`src/rtl/intc_pkg.sv`:
```
package intc_pkg;
    localparam int NUM_SRC     = 32;
    localparam int NUM_BANK    = 2;
    localparam int ADDR_W      = 8;
    localparam int DATA_W      = NUM_SRC;
    localparam int SYNC_STAGES = 2;
    localparam int WORD_LSB    = 2;
    localparam int SEL_W       = 3;
    localparam int BANK_LSB    = WORD_LSB + SEL_W;   // bank stride 0x20
    localparam int BANK_W      = $clog2(NUM_BANK);

    typedef logic [NUM_SRC-1:0] src_vec_t;

    typedef enum logic [SEL_W-1:0] {
        SEL_RAW    = 3'd0,
        SEL_MASK   = 3'd1,
        SEL_CLEAR  = 3'd2,
        SEL_MODE   = 3'd3,
        SEL_LEVEL  = 3'd4,
        SEL_STATUS = 3'd5
    } reg_sel_e;

    typedef struct packed {
        src_vec_t mask;    // 1 = enabled
        src_vec_t mode;    // 1 = edge, 0 = level
        src_vec_t level;   // 1 = active-low / falling
    } bank_cfg_t;

    typedef bank_cfg_t [NUM_BANK-1:0] cfg_arr_t;
    typedef src_vec_t  [NUM_BANK-1:0] vec_arr_t;

    typedef struct packed {
        logic              hit;
        logic [BANK_W-1:0] bank;
        reg_sel_e          sel;
    } reg_addr_t;

    function automatic reg_addr_t decode_addr(input logic [ADDR_W-1:0] a);
        reg_addr_t r;
        logic [SEL_W-1:0] off;
        off    = a[BANK_LSB-1:WORD_LSB];
        r.bank = a[BANK_LSB +: BANK_W];
        r.hit  = (a[WORD_LSB-1:0] == '0)
              && (a[ADDR_W-1:BANK_LSB+BANK_W] == '0)
              && (off <= SEL_STATUS);
        r.sel  = r.hit ? reg_sel_e'(off) : SEL_RAW;
        return r;
    endfunction

    // Selected transition between the previous and current synchronized sample.
    function automatic src_vec_t edge_hits(input src_vec_t prev, input src_vec_t cur,
                                           input src_vec_t falling);
        return (cur & ~prev & ~falling) | (~cur & prev & falling);
    endfunction
endpackage

```
`src/rtl/intc_sync.sv`:
```
module intc_sync #(
    parameter int WIDTH  = 32,
    parameter int STAGES = 2
) (
    input  logic             clk,
    input  logic             rst,
    input  logic [WIDTH-1:0] d,
    output logic [WIDTH-1:0] q,
    output logic [WIDTH-1:0] q_prev
);
    // chain[STAGES-1] is the synchronized value, chain[STAGES] the one before it
    logic [WIDTH-1:0] chain [STAGES+1];

    always_ff @(posedge clk) begin
        if (rst) begin
            for (int i = 0; i <= STAGES; i++) chain[i] <= '0;
        end else begin
            chain[0] <= d;
            for (int i = 1; i <= STAGES; i++) chain[i] <= chain[i-1];
        end
    end

    assign q      = chain[STAGES-1];
    assign q_prev = chain[STAGES];
endmodule

```
`src/rtl/intc_bank.sv`:
```
module intc_bank
    import intc_pkg::*;
(
    input  logic      clk,
    input  logic      rst,
    input  src_vec_t  cur,
    input  src_vec_t  prev,
    input  logic      wr_en,
    input  reg_sel_e  wr_sel,
    input  src_vec_t  wdata,
    output bank_cfg_t cfg,
    output src_vec_t  raw_adj,
    output src_vec_t  latch,
    output src_vec_t  edge_hit,
    output src_vec_t  status,
    output logic      req
);
    src_vec_t clr;
    src_vec_t pending;

    always_ff @(posedge clk) begin
        if (rst) begin
            cfg <= '0;
        end else if (wr_en) begin
            case (wr_sel)
                SEL_MASK:  cfg.mask  <= wdata;
                SEL_MODE:  cfg.mode  <= wdata;
                SEL_LEVEL: cfg.level <= wdata;
                default:   ;
            endcase
        end
    end

    assign clr      = (wr_en && wr_sel == SEL_CLEAR) ? wdata : '0;
    // prev/cur are unadjusted samples, so a polarity write alone never forms an edge
    assign edge_hit = edge_hits(prev, cur, cfg.level) & cfg.mode;

    // new event beats a simultaneous clear; level mode empties the latch
    always_ff @(posedge clk) begin
        if (rst) latch <= '0;
        else     latch <= cfg.mode & ((latch & ~clr) | edge_hit);
    end

    assign raw_adj = cur ^ cfg.level;
    assign pending = (cfg.mode & latch) | (~cfg.mode & raw_adj);
    assign status  = pending & cfg.mask;
    assign req     = |status;
endmodule

```
`src/rtl/dual_bank_intc.sv`:
```
module dual_bank_intc
    import intc_pkg::*;
(
    input  logic              clk,
    input  logic              rst,
    input  logic [31:0]       src_in,
    input  logic              bus_wr,
    input  logic [7:0]        bus_addr,
    input  logic [31:0]       bus_wdata,
    output logic [31:0]       bus_rdata,
    output logic              irq_out,
    output logic              fiq_out
);
    src_vec_t  sync_cur, sync_prev;
    reg_addr_t dec;
    cfg_arr_t  bank_cfg;
    vec_arr_t  bank_raw, bank_latch, bank_edge, bank_status;
    logic [NUM_BANK-1:0] bank_req;

    intc_sync #(.WIDTH(NUM_SRC), .STAGES(SYNC_STAGES)) u_sync (
        .clk    (clk),
        .rst    (rst),
        .d      (src_in),
        .q      (sync_cur),
        .q_prev (sync_prev)
    );

    assign dec = decode_addr(bus_addr);

    for (genvar b = 0; b < NUM_BANK; b++) begin : g_bank
        intc_bank u_bank (
            .clk      (clk),
            .rst      (rst),
            .cur      (sync_cur),
            .prev     (sync_prev),
            .wr_en    (bus_wr && dec.hit && dec.bank == BANK_W'(b)),
            .wr_sel   (dec.sel),
            .wdata    (bus_wdata),
            .cfg      (bank_cfg[b]),
            .raw_adj  (bank_raw[b]),
            .latch    (bank_latch[b]),
            .edge_hit (bank_edge[b]),
            .status   (bank_status[b]),
            .req      (bank_req[b])
        );
    end

    always_comb begin
        bus_rdata = '0;
        if (dec.hit) begin
            case (dec.sel)
                SEL_RAW:    bus_rdata = bank_raw[dec.bank];
                SEL_MASK:   bus_rdata = bank_cfg[dec.bank].mask;
                SEL_MODE:   bus_rdata = bank_cfg[dec.bank].mode;
                SEL_LEVEL:  bus_rdata = bank_cfg[dec.bank].level;
                SEL_STATUS: bus_rdata = bank_status[dec.bank];
                default:    bus_rdata = '0;
            endcase
        end
    end

    assign irq_out = bank_req[0];
    assign fiq_out = bank_req[1];
endmodule

```
`config.mk`:
```
export PLATFORM = sky130hd
export DESIGN_NAME = dual_bank_intc
export DESIGN_NICKNAME = d
export VERILOG_FILES = /design/src/rtl/intc_pkg.sv /design/src/rtl/intc_sync.sv /design/src/rtl/intc_bank.sv /design/src/rtl/dual_bank_intc.sv
export SDC_FILE = /design/constraint.sdc
export NUM_CORES = 1
export LEC_CHECK = 0
export BUFFER_PORTS_ARGS = -buffer_cell sky130_fd_sc_hd__clkbuf_2
export CAP_MARGIN = 15
export CORE_MARGIN = 4
export CORE_UTILIZATION = 35
export CTS_BUF_LIST = sky130_fd_sc_hd__clkbuf_4
export CTS_CLUSTER_DIAMETER = 150
export DETAILED_ROUTE_END_ITERATION = 7
export PLACE_DENSITY = 0.56
export RECOVER_POWER = 25
export SKIP_CTS_REPAIR_TIMING = 1
export SYNTH_ARGS = -nofsm -noshare
export SYNTH_HDL_FRONTEND = slang
export SYNTH_SLANG_ARGS = --single-unit
```
`constraint.sdc`:
```
create_clock -name clk -period 1.7 [get_ports clk]
set_clock_uncertainty 0.05 [all_clocks]
set_input_delay 0 -clock clk [delete_from_list [all_inputs] [get_ports clk]]
set_output_delay 0 -clock clk [all_outputs]
set_load 0.005 [all_outputs]
```
# Yosys cells after proc, flatten, opt, wreduce, memory -nomap -nowiden
# Memory sizes are Yosys's and may differ from the RTL's.
# Index checks and enable logic that the tools add are counted.
classes:
  magnitude_cmp: 2
  eq_ne: 5
  bitwise: 38
  reduce_logical: 18
  muxes: 17
op_table:
  columns: ["op", "n"]
  rows:
  - ["$and 32x32->32", 18]
  - ["$mux 32", 10]
  - ["$not 32->32", 8]
  - ["$mux 96", 2]
  - ["$or 32x32->32", 6]
  - ["$pmux 32 s5", 1]
  - ["$reduce_or 32->1", 2]
  - ["$xor 32x32->32", 2]
  - ["$reduce_and 2->1", 6]
  - ["$logic_and 1x1->1", 7]
  - ["$eq 3x2->1 const B", 2]
  - ["$eq 3x3->1 const B", 2]
  - ["$logic_not 2->1", 2]
  - ["$eq 3x1->1 const B", 1]
  - ["$le 3x3->1 const B", 1]
  - ["$logic_not 3->1", 1]
  - ["$mux 1", 3]
  - ["$mux 3", 1]
  - ["$or 1x1->1", 3]
  - ["$lt 1x2->1 const B", 1]
  - ["$not 1->1", 1]
word_totals:
  ramBits: 96
  n_memories: 1
  wordCells: 89
  register_bits: 256
  input_bits: 75
  out_inout_bits: 34
mem_list:
  columns: ["memory", "words", "word_bits", "read_ports", "rd_ports_with_merged_regs", "wr", "line_no", "rtl"]
  rows:
  - ["u_sync.chain", 3, 32, 3, 0, 3, "intc_sync.sv:12", "logic [WIDTH-1:0] chain [STAGES+1];"]

# Depth between registers and ports, before layout
# Gate-level depths: netlist of run 1.
logic_depth:
  ltp_word: 11
  ltp_mapped: 8
  mapped_depth_nobuf: 5

# Cells and area by module
# From an unflattened synthesis of run 1, not the netlist that was laid out.
hier_totals:
  hier_cells: 2178
  area_unflattened_um2: 18293.8
modules_own_cells:
  columns: ["module", "cells_per_inst", "n_inst", "area_per_inst_um2", "seq_area_each_um2"]
  rows:
  - ["intc_bank", 796, 2, 6114.6, 2562.5]
  - ["intc_sync", 266, 1, 3080.5, 1921.8]
  - ["dual_bank_intc", 320, 1, 2984.1, 0.0]

# Least setup slack after synthesis of run 1
# No wires, ideal clock.
synth_timing:
  path_kind: "input-to-reg"
  from: "input port bus_addr[7]"
  to: "register g_bank[0].u_bank.cfg[66] (netlist name)"
  path_buffers: 3
  stages: 8
  setup_time_ps: 132
  required_ps: 1518
  t_arrival_ps: 1659
  slack_ps: -141
  path_cell_list: "or4_1 > buf_6 > or2_4 > or3_1 > buf_2 > buf_6 > nand2_1 > a21oi_1"
synth_via:
  elab_chain_cells: 6
  elab_cells_between_ends: 8
  cone_classes: "eq/ne: 1; mux: 1; reduce/logical: 6"
synth_rtl:
  columns: ["element", "line_no", "rtl"]
  rows:
  - ["start, declared", "dual_bank_intc.sv:8", "input logic [7:0] bus_addr,"]
  - ["$logic_not 2->1 *", "intc_pkg.sv:44", "&& (a[ADDR_W-1:BANK_LSB+BANK_W] == '0)"]
  - ["$logic_and 1x1->1 *", "intc_pkg.sv:44", null]
  - ["$logic_and 1x1->1 *", "intc_pkg.sv:45", "&& (off <= SEL_STATUS);"]
  - ["$mux 3 / $logic_and 1x1->1 (equally long branches)", "intc_pkg.sv:46, dual_bank_intc.sv:36", null]
  - ["$eq 3x1->1 / $logic_and 1x1->1 (equally long branches)", "intc_bank.sv:25, dual_bank_intc.sv:36", null]
  - ["$reduce_and 2->1 (no source line) *", null, null]
  - ["end, declared", "intc_bank.sv:11", "output bank_cfg_t cfg,"]
# Mark *: on every way between the ends. The rest lies on a longest branch, timed or not.
# A chain may end at the register's enable or synchronous reset.

==> reports/results.tsv, run 1 <==
metric	value	unit
Final setup viols	34	
vias in the first global route	15500	
starting density of the core	0.354	
dpl ws	-0.542	ns
hold path start	bus_addr[5]	
largest net degree at the start of global routing	65	
CP Data Arrival Time	2.70	ns
Final ANT Viol Nets	0	
Least-Margin Pin Slew	0.575	ns
worst-case vdd ir drop	0.000397	V
GRT Total Usage	0.220	
crit-path max FO	6	
most frequent cell after synthesis	nand2_1	
DR DRC count	0	
synthesis-stage register bit count	352	
Clock Path Buffers	3	
hold path cells	7	
Routed WL	58.8	mm
RR Startpoint	u_sync.chain[0][59]	
Syn Nets	2052	
Core ar.	0.0477	mm²
post-layout instance area	0.0227	mm²
fin. max-slew vios	0	
Initial DRC Count	1297	
syn avg cell area	8.54	µm²
Worst slew margin	0.617	
Reg2Reg Capture Point	g_bank[1].u_bank.latch[27]	
post-synth top area share	0.417	
Fin. Hold Viols	1	
crit end category	output pin	
Synth area leaders	dfxtp_1 42%, nand2_1 10%, a21oi_1 5.7%	
required time of the critical path	1.65	ns
I/O Pins	109	
GR Overflow Total	0	
Die W	228	µm
number of synthesis warnings	0	
WL per Instance	19.2	µm
total clock sinks	352	
Tightest Hold Check Type	input port to flip-flop	
# rows	80	
Worst Reg-to-Reg Cells	4	
FMAX	364	MHz
final std cells w/o fill	3061	
HPWL Detailed	38.7	mm
drt first pass iters	7	
end of the worst hold path	g_bank[1].u_bank.latch[29]	
Cells after Synth	1977	
# H-tree levels	3	
CTS buffer count	99	
initial antenna violation count	2	
CTS tree	built	
Worst Setup Start Kind	flip-flop	
Fillers	4534	
Reg clk slew, reported paths	0.06	ns
Synth Cell Area	0.0169	mm²
Setup CP Type	flip-flop to output pin	
slowest CP cell	nor4_4	
asr flop ratio synth	0	
PD cells	781	mW/mm²
Max Cap Viol	0	
root buf cell	clkbuf_4	
Leak	8.67	nW
Synth top cells by count	453 x nand2_1, 352 x dfxtp_1, 193 x a21oi_1	
Crit path largest cell delay	0.38	ns
reg2reg setup slack	0.46	ns
I/O Buffers	108	
via count	16300	
main flop type after synthesis	dfxtp_1	
outcome	finished with violations	
nets	2442	
die area	0.0518	mm²
Netlist cell types	38	
Cell Area, Placed	0.0196	mm²
CP delay by family, top	simple AND/OR/NAND/NOR gates	
fraction of layout cells with a size suffix above 1	0.266	
dpl cells	2745	
EDFF count, synth	0	
final worst-path cycle share	1.62	
largest area contributor in the netlist	dfxtp_1	
die height	228	µm
CP bufs+invs	2	
failing checks	hold timing, setup timing	
RSZ-0062 raised after global routing	yes	
Power, Total	17.7	mW
hold_ws	-0.0207	ns
worst path cell trace	xor2_1, o211ai_1, nand4_1, nor4_4, buf_4, nand2_4, buf_6	
Vias/cell	5.31	
RePlAce Congestion	0.877	
clock latency on the worst-skew pair	0.83	ns
Seq/Total Area, Yosys	0.417	
Synth-to-Final Area Change	34.2	%
Final WS setup	-1.05	ns
fin crit period	2.75	ns
first-pass GRT wire length	88.7	mm
cell families after synthesis:
family,after synthesis,share of synthesized area
AND/OR/NAND/NOR,877,0.254
flip-flops,352,0.417
buffers and inverters,163,0.0446
AO/OA/AOI/OAI,417,0.165
XOR/XNOR,72,0.0374
multiplexers,96,0.0807
report_power, final:
group / internal, mW / switching (mW) / leakage [nW] / total (mW)
Combinational: 0.654 / 0.691 / 5.03 / 1.34
Clock: 4.18 / 3.78 / 0.751 / 7.96
Sequential: 8.33 / 0.0657 / 2.89 / 8.39
Total: 13.2 / 4.54 / 8.67 / 17.7
sequential cells by signal, summed over array words and instances (netlist names):
register	count
g_bank.u_bank.cfg	192
u_sync.chain	96
g_bank.u_bank.latch	64
area by class of cell:
class | instances | area (µm²) | share of cell area
multi-input cells | 1462 | 9500 | 0.419
flip-flops and latches | 352 | 7150 | 0.316
repair buffers | 450 | 3940 | 0.174
clock buffers | 144 | 1080 | 0.0477
well taps | 615 | 769 | 0.0340
clock inverters | 34 | 190 | 0.00840
inverters | 2 | 7.51 | 0.000331
diodes | 2 | 5.00 | 0.000221
placed cells by master, fill, tap and decap left out, types with 32 or more instances in the layout:
cell type,instances
nand2_1,451
xor2_1,63
nor2_1,66
clkbuf_4,144
dfxtp_1,289
a21oi_1,192
a221oi_1,56
nor3b_1,64
buf_4,175
dfxtp_2,52
buf_12,39
mux4_2,32
clkbuf_2,101
nand2b_1,97
nor2b_1,152
o211ai_1,64
mux2i_1,61
dlygate4sd3_1,129
per-layer routing:
metal / GRT usage / part of all wire
met4: 0.0853 / 0.026
met5: 0 / 0
met3: 0.0494 / 0.076
met2: 0.344 / 0.46
met1: 0.297 / 0.44
worst min-delay path, stage by stage:
cell      delay, ns
buf_4          0.17
inv_2          0.12
nor4_4         0.07
buf_4          0.17
nand2_1        0.07
a221oi_1       0.07
nor3b_1        0.15
worst max-delay path by stage:
stage,from,depth (start not counted),slack [ns],to
6_report,u_sync.chain[0][46],7,-1.05,fiq_out
5_1_grt,u_sync.chain[0][46],7,-1.15,fiq_out
4_1_cts,u_sync.chain[0][44],7,-1.48,irq_out
3_5_place_dp,u_sync.chain[0][44],7,-0.54,irq_out
3_3_place_gp,u_sync.chain[0][44],7,-0.56,irq_out
2_1_floorplan,bus_addr[0],8,-0.05,g_bank[0].u_bank.cfg[66]
per-stage QoR:
step                 util  setup TNS, ns
floorplan               -          -3.45
global placement    0.411         -58.75
detailed placement  0.411         -66.38
CTS                 0.437         -27.43
global route        0.474         -25.48
finish              0.474         -21.88
Note: power is estimated with default switching activity, not from simulation.
==> inputs of run 2 (changes only) <==
- PLACE_DENSITY: 0.56 -> 0.62
- SLEW_MARGIN: unset -> 20
==> reports/results.tsv, run 2 (same netlist as run 1, synthesis figures left out) <==
metric	value	unit	change
clock latency on the worst-skew pair	0.81	ns	-0.02 ns
share of power burned in combinational logic	0.077		about the same
DR DRC count	0		unchanged
clock power share	0.428		-0.022
outcome	finished with violations		
Power, Total	17.0	mW	-4.1%
via count	16300		+0.17%
Least-Margin Pin Slew	1.27	ns	+0.695 ns
RR Startpoint	u_sync.chain[0][62]		
Reg clk slew, reported paths	0.08	ns	+0.02 ns
GRT Total Usage	0.212		-0.00826
Max Cap Viol	0		unchanged
max FFs per register	192		unchanged
Sw Ratio	0.250		-0.00664
root buf cell	clkbuf_4		
Die W	228	µm	unchanged
hold_ws	0.0212	ns	+0.0419 ns
crit end category	output pin		
Worst Setup Start Kind	flip-flop		
Leak	8.64	nW	-0.26%
Synth-to-Final Area Change	33.5	%	
Setup CP Type	flip-flop to output pin		
Reg2Reg Capture Point	g_bank[1].u_bank.latch[30]		
sum of negative setup slack	-32.93	ns	-11.05 ns
Initial DRC Count	1337		+3.1%
Tightest Hold Check Type	input port to flip-flop		
Core ar.	0.0477	mm²	unchanged
Fillers	4556		+0.49%
hold path cells	4		-3
total clock sinks	352		unchanged
# H-tree levels	3		unchanged
Final WS setup	-0.863	ns	+0.183 ns
final std cells w/o fill	3045		-0.52%
Register Area	0.00716	mm²	+0.14%
Fin. Hold Viols	0		-1
Vias/cell	5.35		+0.69%
die area	0.0518	mm²	unchanged
fraction of layout cells with a size suffix above 1	0.275		+0.00946
HPWL Detailed	37.8	mm	-2.4%
initial antenna violation count	2		unchanged
failing checks	setup timing		
Final ANT Viol Nets	0		unchanged
CTS tree	built		
Reg with most FFs	g_bank.u_bank.cfg		
Largest regs	g_bank.u_bank.cfg: 192 flops, u_sync.chain: 96 flops, g_bank.u_bank.latch: 64 flops		
CTS buffer count	92		-7.1%
drt first pass iters	6		-1
nets	2444		+0.082%
hold path start	bus_wdata[5]		
most common cell after layout, fill and taps aside	nand2_1		
Clock Path Buffers	3		unchanged
Int Pwr	12.7	mW	-3.2%
crit-path max FO	3		-3
reg2reg setup slack	0.46	ns	about the same
RePlAce Congestion	0.869		-0.90%
GR Overflow Total	0		unchanged
RSZ-0062 raised after global routing	yes		
WL per Instance	18.7	µm	-2.6%
starting density of the core	0.354		unchanged
Psw	4.24	mW	-6.6%
vias in the first global route	15300		-1.5%
final worst-path cycle share	1.51		-0.108
# rows	80		unchanged
final core area utilization	0.472		-0.00259
multi-input logic area	0.00953	mm²	+0.29%
FMAX	390	MHz	+7.2%
die height	228	µm	unchanged
fin. max-slew vios	0		unchanged
CP Data Arrival Time	2.51	ns	-0.19 ns
worst-case vdd ir drop	0.000379	V	-4.5%
first-pass GRT wire length	86.0	mm	-3.0%
I/O Pins	109		unchanged
I/O Buffers	108		unchanged
Worst Reg-to-Reg Cells	4		unchanged
Final setup viols	73		+110%
Worst slew margin	0.153		-0.464
fin crit period	2.56	ns	-0.183 ns
largest net degree at the start of global routing	55		-15%
Routed WL	57.0	mm	-3.2%
most frequent cells in the layout	451 x nand2_1, 275 x dfxtp_1, 192 x a21oi_1		
Reg power frac	0.495		+0.021
required time of the critical path	1.65	ns	about the same
dpl cells	2751		+0.22%
PD cells	753	mW/mm²	-3.6%
end of the worst hold path	g_bank[0].u_bank.cfg[37]		
-- run 2: cell count changes in the layout (fill, tap and decap cells not counted), sizes merged --
cell         before  now
clkinv           31   13
clkbuf          245  239
dlygate4sd3     129  134
inv               2    6
buf             220  222
bufinv            2    1
clkinvlp          1    0
diode             2    1
-- run 2: power by group through the flow --
| stage | clock [mW] | combinational (mW) | sequential (mW) |
|---|---|---|---|
| after global placement | 0 | 1.05 | 8.59 |
| after CTS | 7.51 | 1.07 | 8.40 |
| after detailed placement | 0 | 1.06 | 8.59 |
| final | 7.27 | 1.31 | 8.39 |
| after global routing | 7.95 | 1.41 | 8.40 |
| after floorplan | 0 | 0.644 | 8.57 |
-- run 2: layer usage --
metal  GRT usage  part of all wire  vias up
li1            -                 -     7714
met1       0.283              0.43     7756
met2       0.338              0.46      684
met3      0.0464             0.081      122
met4      0.0791             0.030        2
met5           0           0.00012        -
-- run 2: stage by stage --
stage	cell area [µm²]	worst slack (ns)
global route	22500	-0.972
CTS	20800	-1.06
detailed placement	19600	-0.434
floorplan	17000	-0.0513
finish	22500	-0.863
global placement	19600	-0.394
-- run 2: how the worst max path moves through the flow --
stage | start | to | slack, ns
CTS | u_sync.chain[0][45] | irq_out | -1.06
floorplan | bus_addr[0] | g_bank[0].u_bank.cfg[66] | -0.05
detailed placement | bus_addr[0] | g_bank[0].u_bank.latch[24] | -0.43
global route | g_bank[1].u_bank.cfg[9] | fiq_out | -0.97
finish | u_sync.chain[0][41] | irq_out | -0.86
global placement | bus_addr[0] | bus_rdata[23] | -0.39
-- run 2: area by class of cell --
cell class	instances	area share
Inverter	2	0.000333
Sequential cell	352	0.318
Clock buffer	136	0.0453
Timing Repair Buffer	459	0.175
Antenna cell	1	0.000111
Multi-Input combinational cell	1462	0.423
Tap cell	615	0.0342
Clock inverter	18	0.00439
-- run 2: worst max-delay path: stages (launching register included) --
cell	delay [ns]
dfxtp_2	0.34
xor2_1	0.14
o211ai_1	0.36
nand4_1	0.22
nor4_2	0.32
buf_4	0.19
nand2_4	0.05
buf_6	0.12
==> inputs of run 3 (changes only) <==
- ABC_AREA: unset -> 1
==> reports/results.tsv, run 3 <==
metric	value	unit	change
Netlist cell types	29		-24%
number of synthesis warnings	0		unchanged
Worst slew margin	0.718		+0.565
root buf cell	clkbuf_4		
Psw	4.84	mW	+14%
Fillers	5478		+20%
Reg2Reg Capture Point	g_bank[0].u_bank.cfg[20]		
Least-Margin Pin Slew	0.423	ns	-0.847 ns
DR DRC count	0		unchanged
drt first pass iters	6		unchanged
Routed WL	66.6	mm	+17%
Initial DRC Count	1562		+17%
crit end category	output pin		
GR Overflow Total	0		unchanged
Synth area leaders	dfxtp_1 37%, nand2_1 17%, nor2_1 10%		
fraction of layout cells with a size suffix above 1	0.284		+0.00936
most common cell after layout, fill and taps aside	nand2_1		
reg2reg setup slack	0.46	ns	about the same
syn avg cell area	6.09	µm²	-29%
asr flop ratio synth	0		unchanged
first-pass GRT wire length	98.5	mm	+14%
required time of the critical path	1.65	ns	about the same
CTS buffer count	98		+6.5%
Tightest Hold Check Type	input port to flip-flop		
CP Data Arrival Time	2.20	ns	-0.31 ns
final worst-path cycle share	1.32		-0.187
end of the worst hold path	g_bank[1].u_bank.cfg[17]		
Fin. Hold Viols	6		+6
synthesis-stage register bit count	352		unchanged
Max Cap Viol	0		unchanged
fin. max-slew vios	0		unchanged
Largest regs	g_bank.u_bank.cfg: 192 flops, u_sync.chain: 96 flops, g_bank.u_bank.latch: 64 flops		
Clock Path Buffers	3		unchanged
vias in the first global route	18400		+21%
Reg power frac	0.465		-0.030
I/O Pins	109		unchanged
total clock sinks	352		unchanged
Reg with most FFs	g_bank.u_bank.cfg		
initial antenna violation count	3		+1
Final WS setup	-0.546	ns	+0.317 ns
nets	3519		+44%
Final ANT Viol Nets	0		unchanged
max FFs per register	192		unchanged
I/O Buffers	108		unchanged
clock power share	0.443		+0.015
RePlAce Congestion	0.871		+0.14%
dpl cells	3832		+39%
die area	0.0577	mm²	+11%
GR met3 Demand/Resource	0.0443		-0.00215
met1 usage	0.284		+0.000813
Cells after Synth	3098		+57%
RSZ-0062 raised after global routing	yes		
crit-path max FO	5		+2
most frequent cells in the layout	714 x nand2_1, 416 x nor2_1, 248 x o21ai_0		
Synth Cell Area	0.0189	mm²	+12%
final std cells w/o fill	4215		+38%
outcome	finished with violations		
Leak	11.3	nW	+31%
Die W	240	µm	+5.5%
EDFF count, synth	0		unchanged
Vias/cell	4.97		-7.1%
hold path start	bus_wdata[17]		
share of power burned in combinational logic	0.092		+0.015
Seq/Total Area, Yosys	0.374		-0.0440
Sw Ratio	0.270		+0.0206
# rows	84		+5.0%
starting density of the core	0.356		+0.00264
failing checks	hold timing, setup timing		
Most Crowded Layer GR	met2		
die height	240	µm	+5.5%
worst-case vdd ir drop	0.000415	V	+9.5%
hold path cells	4		unchanged
GRT Total Usage	0.214		+0.00215
largest net degree at the start of global routing	92		+67%
PD cells	696	mW/mm²	-7.6%
grt met2 use	0.344		+0.00680
Setup CP Type	flip-flop to output pin		
HPWL Detailed	41.2	mm	+9.1%
sum of negative setup slack	-13.31	ns	+19.62 ns
RR Startpoint	g_bank[0].u_bank.cfg[20]		
via count	20900		+29%
post-synth top area share	0.374		-0.0440
Cell Area, Placed	0.0209	mm²	+6.5%
# H-tree levels	3		unchanged
most frequent cell after synthesis	nand2_1		
largest area contributor in the netlist	dfxtp_1		
Synth top cells by count	839 x nand2_1, 515 x nor2_1, 352 x dfxtp_1, 352 x inv_1, 261 x o21ai_0		
Reg clk slew, reported paths	0.06	ns	-0.02 ns
WL per Instance	15.8	µm	-16%
Syn Nets	3173		+55%
Worst Setup Start Kind	flip-flop		
FMAX	445	MHz	+14%
Int Pwr	13.1	mW	+2.7%
Final setup viols	38		-48%
hold_ws	-0.0265	ns	-0.0478 ns
Power, Total	17.9	mW	+5.6%
main flop type after synthesis	dfxtp_1		
post-layout instance area	0.0257	mm²	+14%
CTS tree	built		
Synth-to-Final Area Change	36.4	%	
clock latency on the worst-skew pair	0.87	ns	+0.06 ns
Core ar.	0.0530	mm²	+11%
fin crit period	2.25	ns	-0.317 ns
Worst Reg-to-Reg Cells	3		-1
==> run 3: logic make-up (layout without fill, tap and decap cells) <==
kind of cell    Yosys count  in the layout  share of synthesized area
buf+inv                 512            934                      0.110
simple gates           1734           1734                      0.380
compound gates          500            500                      0.136
other cells               0              7                          0
flops                   352            352                      0.374
==> run 3: through the flow <==
step	hold slack, ns	setup slack [ns]	utilization
after floorplan	0.0570	0.334	-
after global placement	0.147	0.0247	0.395
after detailed placement	0.146	-0.0243	0.395
after CTS	-0.792	-0.888	0.418
after global routing	-0.0252	-0.726	0.486
final	-0.0265	-0.546	0.486
==> run 3: worst max path at each step <==
| stage | endpoint | cells after the start | slack, ns | startpoint |
|---|---|---|---|---|
| 6_report | irq_out | 10 | -0.55 | u_sync.chain[0][38] |
| 5_1_grt | fiq_out | 10 | -0.73 | u_sync.chain[0][49] |
| 4_1_cts | irq_out | 10 | -0.89 | u_sync.chain[0][62] |
| 3_5_place_dp | g_bank[1].u_bank.cfg[82] | 10 | -0.02 | bus_addr[6] |
| 3_3_place_gp | irq_out | 10 | 0.02 | u_sync.chain[0][62] |
| 2_1_floorplan | g_bank[1].u_bank.cfg[88] | 10 | 0.33 | bus_addr[3] |
==> run 3: area by class of cell <==
class                      count  area (µm²)  share of cell area
antenna                        7        17.5            0.000681
clock buffer                 142        1070              0.0414
clock inverter                34         184             0.00715
inverter                     356        1430              0.0555
multi-input combinational   2234       11000               0.427
sequential                   352        7390               0.287
tap                          688         861              0.0335
timing repair buffer         402        3790               0.147
==> run 3: routing by layer <==
metal | part of all wire | up-vias
li1 | - | 10600
met1 | 0.44 | 9517
met2 | 0.46 | 692
met3 | 0.068 | 169
met4 | 0.036 | 0
met5 | 0 | -
==> run 3: power groups by stage <==
stage	logic, mW	registers [mW]	clock network, mW
5_1_grt	1.81	8.34	8.58
2_1_floorplan	0.724	8.56	0
6_report	1.65	8.33	7.94
3_5_place_dp	1.25	8.58	0
4_1_cts	1.25	8.39	8.13
3_3_place_gp	1.25	8.58	0
==> run 3: worst max-delay path: stages, from the launching register on <==
cell and delay [ns]:
dfxtp_4 0.37, inv_2 0.06, nand2_1 0.09, nand3_1 0.12, nand2_1 0.11, nand2_1 0.08
nor2_2 0.10, nand2_2 0.10, nor2_2 0.13, nand2_2 0.08, clkbuf_2 0.12
